## src/rtl/portb_nmi_pkg.sv

```systemverilog
package portb_nmi_pkg;
    typedef enum logic {
        WR_IDLE = 1'b0,
        WR_HELD = 1'b1
    } wr_state_t;

    localparam int unsigned BYTE_W = 8;
    localparam int unsigned CTRL_W = 4;
    localparam int unsigned NUM_SRC = 2;   // 0: parity, 1: I/O check
endpackage

```

## src/rtl/portb_wr_fsm.sv

```systemverilog
module portb_wr_fsm
    import portb_nmi_pkg::*;
#(
    parameter int unsigned ADDR_W = 10
) (
    input  logic              clk,
    input  logic              rst_n,
    input  logic              wr_n,
    input  logic [ADDR_W-1:0] addr,
    input  logic [BYTE_W-1:0] wdata,
    output logic              commit,
    output logic [ADDR_W-1:0] cap_addr,
    output logic [BYTE_W-1:0] cap_data
);
    wr_state_t state_q, state_d;

    always_comb begin
        state_d = state_q;
        unique case (state_q)
            WR_IDLE: if (!wr_n) state_d = WR_HELD;
            WR_HELD: if (wr_n)  state_d = WR_IDLE;
            default: state_d = WR_IDLE;
        endcase
    end

    always_ff @(posedge clk) begin
        if (!rst_n) state_q <= WR_IDLE;
        else        state_q <= state_d;
    end

    always_ff @(posedge clk) begin
        if (!rst_n) begin
            cap_addr <= '0;
            cap_data <= '0;
        end else if (!wr_n) begin
            cap_addr <= addr;
            cap_data <= wdata;
        end
    end

    always_comb begin
        commit = 1'b0;
        unique case (state_q)
            WR_IDLE: commit = 1'b0;
            WR_HELD: commit = wr_n;
            default: commit = 1'b0;
        endcase
    end
endmodule

```

## src/rtl/portb_err_latch.sv

```systemverilog
module portb_err_latch (
    input  logic clk,
    input  logic rst_n,
    input  logic err_in,
    input  logic block_n_en,  // 1 = source disabled and flag held clear
    output logic flag
);
    always_ff @(posedge clk) begin
        if (!rst_n)          flag <= 1'b0;
        else if (block_n_en) flag <= 1'b0;
        else if (err_in)     flag <= 1'b1;
    end
endmodule

```

## src/rtl/portb_nmi_ctl.sv

```systemverilog
module portb_nmi_ctl
    import portb_nmi_pkg::*;
#(
    parameter int unsigned ADDR_W     = 10,
    parameter logic [ADDR_W-1:0] CTRL_ADDR = 10'h061,
    parameter logic [ADDR_W-1:0] MASK_ADDR = 10'h070
) (
    input  logic              clk,
    input  logic              rst_n,
    input  logic [ADDR_W-1:0] io_addr,
    input  logic [7:0]        io_wdata,
    input  logic              io_wr_n,
    input  logic              io_rd,
    output logic [7:0]        io_rdata,
    input  logic              parity_err,
    input  logic              iochk_err,
    input  logic              tmr2_out,
    input  logic              refresh_req,
    output logic              spkr_data,
    output logic              tmr2_gate,
    output logic              nmi
);
    logic              commit;
    logic [ADDR_W-1:0] cap_addr;
    logic [BYTE_W-1:0] cap_data;
    logic [CTRL_W-1:0] ctrl_q;
    logic              nmi_en_q;
    logic              ref_tog_q;
    logic [NUM_SRC-1:0] err_vec, flag_vec;

    portb_wr_fsm #(.ADDR_W(ADDR_W)) u_wr (
        .clk(clk), .rst_n(rst_n), .wr_n(io_wr_n), .addr(io_addr),
        .wdata(io_wdata), .commit(commit), .cap_addr(cap_addr),
        .cap_data(cap_data)
    );

    always_ff @(posedge clk) begin
        if (!rst_n) begin
            ctrl_q   <= '0;
            nmi_en_q <= 1'b0;
        end else if (commit) begin
            if (cap_addr == CTRL_ADDR) ctrl_q   <= cap_data[CTRL_W-1:0];
            if (cap_addr == MASK_ADDR) nmi_en_q <= ~cap_data[7];
        end
    end

    always_ff @(posedge clk) begin
        if (!rst_n)           ref_tog_q <= 1'b0;
        else if (refresh_req) ref_tog_q <= ~ref_tog_q;
    end

    assign err_vec = {iochk_err, parity_err};

    // Source i is gated by control bit 2+i (parity: 2, I/O check: 3).
    for (genvar i = 0; i < NUM_SRC; i++) begin : g_src
        portb_err_latch u_lat (
            .clk(clk), .rst_n(rst_n), .err_in(err_vec[i]),
            .block_n_en(ctrl_q[2+i]), .flag(flag_vec[i])
        );
    end

    assign io_rdata  = (io_rd && io_addr == CTRL_ADDR)
                     ? {flag_vec[0], flag_vec[1], tmr2_out, ref_tog_q, ctrl_q}
                     : '0;
    assign spkr_data = ctrl_q[1];
    assign tmr2_gate = ctrl_q[0];
    assign nmi       = nmi_en_q & (|flag_vec);
endmodule

```

## config.mk

```make
export PLATFORM = sky130hd
export DESIGN_NAME = portb_nmi_ctl
export DESIGN_NICKNAME = d
export VERILOG_FILES = /design/src/rtl/portb_nmi_pkg.sv /design/src/rtl/portb_wr_fsm.sv /design/src/rtl/portb_err_latch.sv /design/src/rtl/portb_nmi_ctl.sv
export SDC_FILE = /design/constraint.sdc
export NUM_CORES = 1
export LEC_CHECK = 0
export CORE_MARGIN = 3
export CORE_UTILIZATION = 59
export DETAILED_ROUTE_END_ITERATION = 6
export DONT_BUFFER_PORTS = 1
export PLACE_DENSITY = 0.87
export REMOVE_ABC_BUFFERS = 1
export SYNTH_ARGS = -nofsm -noshare
export SYNTH_HDL_FRONTEND = slang
export SYNTH_SLANG_ARGS = --single-unit
```

## constraint.sdc

```tcl
create_clock -name clk -period 1.84 [get_ports clk]
set_input_delay 0.184 -clock clk [delete_from_list [all_inputs] [get_ports clk]]
set_output_delay 0.184 -clock clk [all_outputs]
set_load 0.02 [all_outputs]
```

==> results of run 1 <==
critical path, delay by kind of cell (launching register included):
kind	cells	cell delay [ps]
DFF	1	330
muxes	1	240
and+or+nand+nor	2	1040
repair_timing:
action                    CTS  global route
gates resized for setup     0             0
hold buffers                3             2
hold endpoints to repair   14            10
layout make-up:
| type | count | share of cell area, % |
|---|---|---|
| clock buffers | 3 | 2.01 |
| multi-input cells | 72 | 48.0 |
| flip-flops and latches | 24 | 42.9 |
| well taps | 24 | 2.68 |
| repair buffers | 5 | 4.46 |
cell families after synthesis:
| family | Yosys count | share of synthesized area [%] |
|---|---|---|
| xor gates and xnor gates | 1 | 0.838 |
| AOI/OAI and AO/OA | 1 | 0.719 |
| and+or+nand+nor | 50 | 30.8 |
| muxes | 20 | 19.2 |
| buffers and inverters | 5 | 2.51 |
| DFF | 24 | 46.0 |
per-layer routing:
metal	vias up	track usage (%)	wire length (microns)
met5	-	0	0
met4	0	11.3	27
met3	4	6.02	125
met2	28	28.2	909
met1	328	19.0	824
li1	344	-	-
Yosys cell counts, types with 2 or more instances:
cell,number,share of area [%]
and2_1,9,5.4
clkbuf_1,4,1.4
dfxtp_1,24,46
mux2i_1,20,19
nand2_1,9,3.2
nand2b_1,4,2.4
nor2_1,3,1.1
nor2b_1,16,9.6
nor3b_1,2,1.4
registers in the layout, indices dropped and copies added, names as in the netlist:
register,flops
ctrl_q,4
g_src.u_lat.flag,2
nmi_en_q,1
ref_tog_q,1
u_wr.cap_addr,10
u_wr.cap_data,5
u_wr.state_q,1
stage by stage:
step	setup slack [ps]	std cells
after global placement	220	120
after floorplan	301	96
after global routing	99.2	128
final	172	128
after detailed placement	180	120
after CTS	152	126
worst paths after layout:
check	start	endpoint	depth (start not counted)
max reg2reg	u_wr.cap_addr[7]	ctrl_q[2]	3
max	u_wr.cap_addr[7]	ctrl_q[2]	3
min	rst_n	ctrl_q[1]	2
min reg2reg	ctrl_q[2]	g_src[0].u_lat.flag	1
power breakdown:
part	total [mW]	internal [mW]	switching (mW)
combinational	0.0740	0.0461	0.0279
sequential	0.559	0.546	0.0134
clock	0.224	0.0766	0.147
total	0.857	0.668	0.189
==> impl_results.md, run 1 <==
- Post-synthesis register bit count: 24
- Site Rows: 14
- Boundary Pins: 37
- Post-route minimum period: 1670 ps
- Power density over cell area: 764 nW/um^2
- Routability cong.: 0.714
- Hold crit path type: input pin to register
- Most frequent cells in the layout: dfxtp_1 (24), mux2i_1 (20), nor2b_1 (16), and2_1 (9), nand2_1 (9)
- Syn Area/Cell: 10.3 sq um
- Post-Synthesis Cells: 101
- Clk_lat worst skew: approximately 310 ps
- First-pass GRT wire length: 2670 microns
- Peak VDD IR: ~0.00052 V
- Post-synthesis async set-or-reset flop share: 0%
- Hold WS: 5.24 ps
- Critical path's largest stage delay: 570 ps
- Core Region: between 1500 and 2000 sq um
- Nets@finish: 132
- Library cells used by synthesis: 19
- Sequential area share after synthesis: 46.0%
- GRT Residual Overflow: 0
- Synthesis warning total: 0
- Setup TNS: 0 ps
- H-tree levels: 1
- Max_slew headroom: 71.9%
- Critical path data arrival time: 1920 ps
- Dpl hpwl: 1270 microns
- DRC Markers: 0
- GRT Overall Usage: 17.4%
- R2R Setup Slk: 170 ps
- Routed len/inst: 14.7 microns
- DR iter-0 viols: 4
- RSZ-0062 raised after global routing: no
- Leakage: 0.442 nW
- Crit Path Max Fanout: 4
- Post-placement cell area: 1050 sq um
- First-pass iteration count of the detailed router: 4
- CP endpoint kind: register
- Tightest Pin Transition: about 420 ps
- # port buffers: 0
- Antenna violations before repair: 0
- DRT Wirelength: approximately 1900 microns
- Setup CP Type: register to register
- Slowest library cell on the worst path: or4bb_1
- Worst-path clk slew: approximately 120 ps
- Clock Path Buffers: 2
- Main synth FF type: dfxtp_1
- Multi-input gate area: 538 sq um
- CTS sink count: 24
- Share of cells above drive strength 1: 4.81%
- Die Area: between 2000 and 2500 sq um
- Largest net degree at the start of global routing: 18
- Util after Layout: 70.3%
- DR vias/cell: 5.50
- Number of synthesized flops with an enable pin: 0
- DR vias: approximately 700
- Register area: 480 sq um
- CTS tree: done
- Die Y: around 48 microns
- Fin. max-slew vios: 0
- Setup violators final: 0
- Routed Antenna Nets: 0
- Setup Buffers After CTS: 0
- Mapped Area: 1040 sq um
- Vias in the first global route: 646
- Syn-to-layout area delta: 7.31%
- Max Cap Violations: 0
- Clock skew: ~2.6 ps
- Antenna diodes: 0
- Worst Setup Start Kind: register
- Initial Util: 65.5%
- CTS Buf Count: 3
- Fill count: 133
- CP cell instances: or4bb_1 > nor4_4 > mux2i_1
- Status: finished clean
- Final Hold Fails: 0
- Power Total: 0.857 mW
- Fmax: 599 MHz
- Most common cell after layout, fill and taps aside: dfxtp_1
- Die W: 48.1 microns
- Crit share post-route: around nine tenths
- Design Area, Final: 1120 sq um
- Clk root buf: clkbuf_4
- Worst EP required: approximately 2100 ps
Power figures use the tool's default switching activity.
==> run 2, diff against run 1 <==
==> constraint.sdc (replaced) <==
create_clock -name clk -period 1.84 [get_ports clk]
set_input_delay 0.368 -clock clk [delete_from_list [all_inputs] [get_ports clk]]
set_output_delay 0.368 -clock clk [all_outputs]
set_load 0.02 [all_outputs]
==> run 2 against run 1 <==
- final cell count decreased by 3.1%
- utilization decreased by 2.2 points
- clock-buffer cell count increased by 1
- via count decreased by 6.0%
- routed wire length decreased by 6.9%
- register-to-register slack got worse by 30 ps
- worst hold slack improved by 110 ps
- clock skew increased by 3.7 ps
- first-iteration DRC count decreased by 25%
- maximum frequency decreased by 1.8%
- sequential share of layout area increased by 1.4 points
==> impl_results.md, run 2 (synthesized netlist as in run 1, its figures left out) <==
- Peak VDD IR: 0.000525 V (+0.48%)
- Antenna violations before repair: 0 (unchanged)
- R2r startpoint: u_wr.cap_addr[7]
- Power density over cell area: 817 nW/um^2 (+6.9%)
- CTS Buf Count: 3 (unchanged)
- Vias in the first global route: 633 (-2.0%)
- Post-placement cell area: 1050 sq um (unchanged)
- Fin. max-slew vios: 0 (unchanged)
- GRT Residual Overflow: 0 (unchanged)
- Most common cell after layout, fill and taps aside: dfxtp_1
- Comb pwr share: 6.7% (-1.9 points)
- Leakage: 0.427 nW (-3.4%)
- Sw Share: 20.5% (-1.5 points)
- Tightest Pin Transition: 418 ps (-1.73 ps)
- Crit share post-route: 92.3% (+1.6 points)
- Clock Path Buffers: 2 (unchanged)
- Boundary Pins: 37 (unchanged)
- Post-route minimum period: 1700 ps (+30.0 ps)
- Crit. Startpoint: u_wr.cap_addr[7]
- Fmax: 589 MHz (-1.8%)
- CTS tree: done
- Die Y: 48.1 microns (unchanged)
- Hold crit path type: input pin to register
- Routed len/inst: 14.2 microns (-3.9%)
- Status: finished clean
- Flip-flop count of the largest register after layout: 10 (unchanged)
- Share of cells above drive strength 1: 7.00% (+2.2 points)
- Worst-path clk slew: 130 ps (about the same)
- Die W: 48.1 microns (unchanged)
- RSZ-0062 raised after global routing: no
- DR vias/cell: 5.34 (-2.9%)
- Clock skew: 6.34 ps (+3.71 ps)
- Max_slew headroom: 71.9% (about the same)
- Worst Setup Start Kind: register
- First-pass iteration count of the detailed router: 4 (unchanged)
- Hold_sp: io_wr_n
- DR iter-0 viols: 3 (-1)
- Clock Power Share: 30.3% (+4.2 points)
- Sw power: 0.182 mW (-3.7%)
- Register area: 480 sq um (unchanged)
- Clk root buf: clkbuf_4
- # port buffers: 0 (unchanged)
- Routability cong.: 0.708 (-0.83%)
- Initial Util: 65.5% (unchanged)
- Largest net degree at the start of global routing: 30 (+12)
- Core Region: 1590 sq um (unchanged)
- Setup CP Type: register to register
- Dpl hpwl: 1330 microns (+5.2%)
- Clk_lat worst skew: 300 ps (about the same)
- H-tree levels: 1 (unchanged)
- Syn-to-layout area delta: 3.95%
- Antenna diodes: 0 (unchanged)
- Max Cap Violations: 0 (unchanged)
- Die Area: 2310 sq um (unchanged)
- Multi-input gate area: 539 sq um (+0.23%)
- Most frequent cells in the layout: dfxtp_1 (24), mux2i_1 (20), nor2b_1 (16), and2_1 (9), nand2_1 (9)
- Nets@finish: 127 (-3.8%)
- Cell Int Power: 0.706 mW (+5.6%)
- Biggest regs: u_wr.cap_addr (10), u_wr.cap_data (5), ctrl_q (4)
- Critical path data arrival time: 1930 ps (about the same)
- Routed Antenna Nets: 0 (unchanged)
- Site Rows: 14 (unchanged)
- Setup TNS: 0 ps (unchanged)
- DR vias: 662 (-6.0%)
- CTS sink count: 24 (unchanged)
- GRT Overall Usage: 15.8% (-1.6 points)
- Most flop-heavy register: u_wr.cap_addr
- Fill count: 126 (-5.3%)
- First-pass GRT wire length: 2570 microns (-3.9%)
- Post-CTS Hold Fix Bufs: 0 (-3)
- DRT Wirelength: 1760 microns (-6.9%)
- Design Area, Final: 1090 sq um (-3.1%)
- CP endpoint kind: register
- Setup violators final: 0 (unchanged)
- Worst EP required: 2070 ps (-20 ps)
- DRC Markers: 0 (unchanged)
- Seq pwr share: 63.0% (-2.2 points)
- Crit Path Max Fanout: 4 (unchanged)
- Final Hold Fails: 0 (unchanged)
## run 2: layout make-up
class,count,share of cell area [%]
Multi-Input combinational cell,72,49.7
Sequential cell,24,44.2
Clock buffer,4,3.34
Tap cell,24,2.76
## run 2: worst paths after layout
check | to | slack [ps] | cells after the start
setup reg to reg | ctrl_q[0] | 140 | 3
setup / recovery | ctrl_q[0] | 140 | 3
hold reg to reg | g_src[0].u_lat.flag | 450 | 1
hold / removal | u_wr.state_q | 120 | 1
## run 2: power groups by stage
stage          combinational [mW]  clock (mW)  sequential [mW]
3_5_place_dp               0.0599           0            0.571
3_3_place_gp               0.0568           0            0.569
4_1_cts                    0.0602       0.274            0.560
2_1_floorplan              0.0544           0            0.567
6_report                   0.0592       0.269            0.559
5_1_grt                    0.0666       0.298            0.563
## run 2: metrics by stage
stage	instances	total power, mW	utilization, %	hold WS [ps]	setup WS [ps]
final	124	0.887	68.1	118	142
after global routing	124	0.928	68.1	101	36.6
after CTS	124	0.894	68.1	117	103
after detailed placement	120	0.631	65.8	443	103
after global placement	120	0.626	65.8	424	115
after floorplan	96	0.621	-	411	301
## run 2: worst max-delay path, cell delays in order, from the launching register on
cell	delay, ps
dfxtp_1	330
or4bb_1	560
nor4_4	480
mux2i_1	250
## run 2: timing repair
item	in CTS	in global routing
buffers inserted	0	0
gates resized for setup	0	1
endpoints found under the setup margin	0	2
## run 2: layer usage
layer,wire (microns),GRT usage [%],vias to the layer above
met4,10,3.76,0
met5,0,0,-
met1,765,16.7,301
met3,113,5.64,2
li1,-,-,334
met2,867,29.3,25
==> run 3, diff against run 2 <==
- CORE_UTILIZATION: 59 -> 60
- PLACE_DENSITY: 0.87 -> 0.88
- SYNTH_HIERARCHICAL: not set -> 1
==> run 3 against run 2 <==
- first-iteration DRC count increased to 4.3 times the previous value
- sequential share of layout area decreased by 1.2 points
- synthesized area increased by 1.9%
- register-to-register slack improved by 20 ps
- non-clock buffer count unchanged
- design area increased by 2.8%
- combinational power decreased by 2%
- utilization increased by 1.9 points
- worst hold slack got worse by 1.9 ps
- largest power group unchanged
- highest routed layer unchanged
==> impl_results.md, run 3 <==
- Antenna diodes: 0 (unchanged)
- Slowest library cell on the worst path: and3_1
- Site Rows: 14 (unchanged)
- Clock Path Buffers: 2 (unchanged)
- Largest net degree at the start of global routing: 30 (unchanged)
- R2R Setup Slk: 160 ps (+20 ps)
- Setup TNS: 0 ps (unchanged)
- Register area: 480 sq um (unchanged)
- Clk_lat worst skew: 310 ps (about the same)
- Initial Util: 66.8% (+1.3 points)
- CP endpoint: io_rdata[1]
- Post-Synthesis Cells: 100 (-0.99%)
- Worst EP required: 1470 ps (-600 ps)
- Hold crit path type: input pin to register
- Multi-input gate area: 553 sq um (+2.6%)
- Share of cells above drive strength 1: 9.00% (+2.0 points)
- Crit. Startpoint: io_addr[7]
- Leakage: 0.437 nW (+2.2%)
- Fmax: 587 MHz (-0.34%)
- Mapped Area: 1060 sq um (+1.9%)
- CP endpoint kind: output pin
- Util after Layout: 70.0% (+1.9 points)
- GRT Overall Usage: 17.0% (+1.3 points)
- DRT Wirelength: 1750 microns (-0.11%)
- Worst Setup Start Kind: input pin
- Syn-to-layout area delta: 4.82%
- Setup violators final: 0 (unchanged)
- Flip-flop count of the largest register after layout: 10 (unchanged)
- Post-CTS Hold Fix Bufs: 0 (unchanged)
- RSZ-0062 raised after global routing: no
- H-tree levels: 1 (unchanged)
- Die Y: 48.1 microns (about the same)
- Met2 wire len: 845 microns (-2.5%)
- Dpl hpwl: 1320 microns (-0.77%)
- CTS tree: done
- DR vias: 661 (-0.15%)
- Reg2reg path depth: 4 (+1)
- Design Area, Final: 1120 sq um (+2.8%)
- Core Region: 1590 sq um (unchanged)
- Setup Buffers After CTS: 0 (unchanged)
- Reg2reg end: ctrl_q[3]
- Die Area: 2320 sq um (+0.19%)
- Critical path's largest stage delay: 360 ps (-200 ps)
- Antenna violations before repair: 0 (unchanged)
- R2r startpoint: u_wr/state_q
- Vias in the first global route: 673 (+6.3%)
- Met3 WL: 112 microns (-0.88%)
- Max Cap Violations: 0 (unchanged)
- DR top layer: met4
- Fin. max-slew vios: 0 (unchanged)
- DR vias/cell: 5.33 (-0.15%)
- Crit share post-route: 92.6% (+0.31 points)
- Routability cong.: 0.798 (+13%)
- Status: finished clean
- Boundary Pins: 37 (unchanged)
- Peak VDD IR: 0.000677 V (+29%)
- Met1 WL: 759 microns (-0.78%)
- GRT Residual Overflow: 0 (unchanged)
- Setup CP Type: input pin to output pin
- Most common cell after layout, fill and taps aside: dfxtp_1
- Routed len/inst: 14.1 microns (-0.11%)
- First-pass iteration count of the detailed router: 4 (unchanged)
- Nets@finish: 127 (unchanged)
- Clock skew: 3.54 ps (-2.79 ps)
- Resized Gates After CTS: 0 (unchanged)
- Most frequent cells in the layout: dfxtp_1 (24), mux2i_1 (20), nor2b_1 (16), and2_1 (10), nand2_1 (9)
- CTS sink count: 24 (unchanged)
- DR iter-0 viols: 13 (+10)
- Most flop-heavy register: u_wr/cap_addr
- CP cell instances: nor4b_1 > and3_1 > and2_1
- Biggest regs: u_wr/cap_addr (10), u_wr/cap_data (5), ctrl_q (4)
- Clk root buf: clkbuf_4
- Max_slew headroom: 71.9% (about the same)
- Routed Antenna Nets: 0 (unchanged)
- # port buffers: 0 (unchanged)
- Power density over cell area: 886 nW/um^2 (+8.4%)
- Post-route minimum period: 1700 ps (+5.80 ps)
- Critical path data arrival time: 1340 ps (-590 ps)
- Synthesis warning total: 6 (+6)
- Post-placement cell area: 1060 sq um (+1.4%)
- Fill count: 128 (+1.6%)
- Final Hold Fails: 0 (unchanged)
- Tightest Pin Transition: 419 ps (+0.650 ps)
- Worst-path clk slew: 120 ps (about the same)
- First-pass GRT wire length: 2680 microns (+4.6%)
- Crit Path Max Fanout: 8 (+4)
- DRC Markers: 0 (unchanged)
- Die W: 48.1 microns (about the same)
- CTS Buf Count: 3 (unchanged)
- Syn Area/Cell: 10.6 sq um (+2.9%)
==> run 3: per-layer routing <==
layer	track usage, %	vias to the layer above
met5	0	-
met4	11.3	0
met3	2.21	4
met2	28.2	22
met1	20.4	299
li1	-	336
==> run 3: power by group <==
| group | switching [mW] | internal (mW) | leakage [nW] |
|---|---|---|---|
| clock | 0.150 | 0.220 | 0.0279 |
| sequential | 0.0145 | 0.546 | 0.198 |
| combinational | 0.0188 | 0.0393 | 0.211 |
==> run 3: worst min-delay path by stage <==
stage,start,end,slack [ps],depth (start not counted)
CTS,io_wr_n,u_wr/state_q,100,1
global placement,io_wr_n,u_wr/state_q,440,1
finish,io_wr_n,u_wr/state_q,120,1
floorplan,ctrl_q[2],g_src[0].u_lat/flag,430,1
detailed placement,io_wr_n,u_wr/state_q,440,1
global route,io_wr_n,u_wr/state_q,90,1
==> run 3: critical path: cells and delay by family <==
family,cells,cell delay [ps]
and+or+nand+nor,3,960
==> run 3: layout make-up <==
type                       count  area share (%)
multi-input combinational     72            49.6
tap                           24            2.69
sequential                    24            43.0
clock inverter                 1            2.69
clock buffer                   3            2.02
==> run 3: per-stage QoR <==
step | hold slack [ps] | worst slack [ps] | cells | power, mW
after global placement | 443 | 137 | 120 | 0.626
after floorplan | 427 | 220 | 96 | 0.621
after global routing | 91.4 | 52.1 | 124 | 1.03
final | 116 | 136 | 124 | 0.989
after detailed placement | 445 | 80.1 | 120 | 0.630
after CTS | 105 | 128 | 124 | 0.997
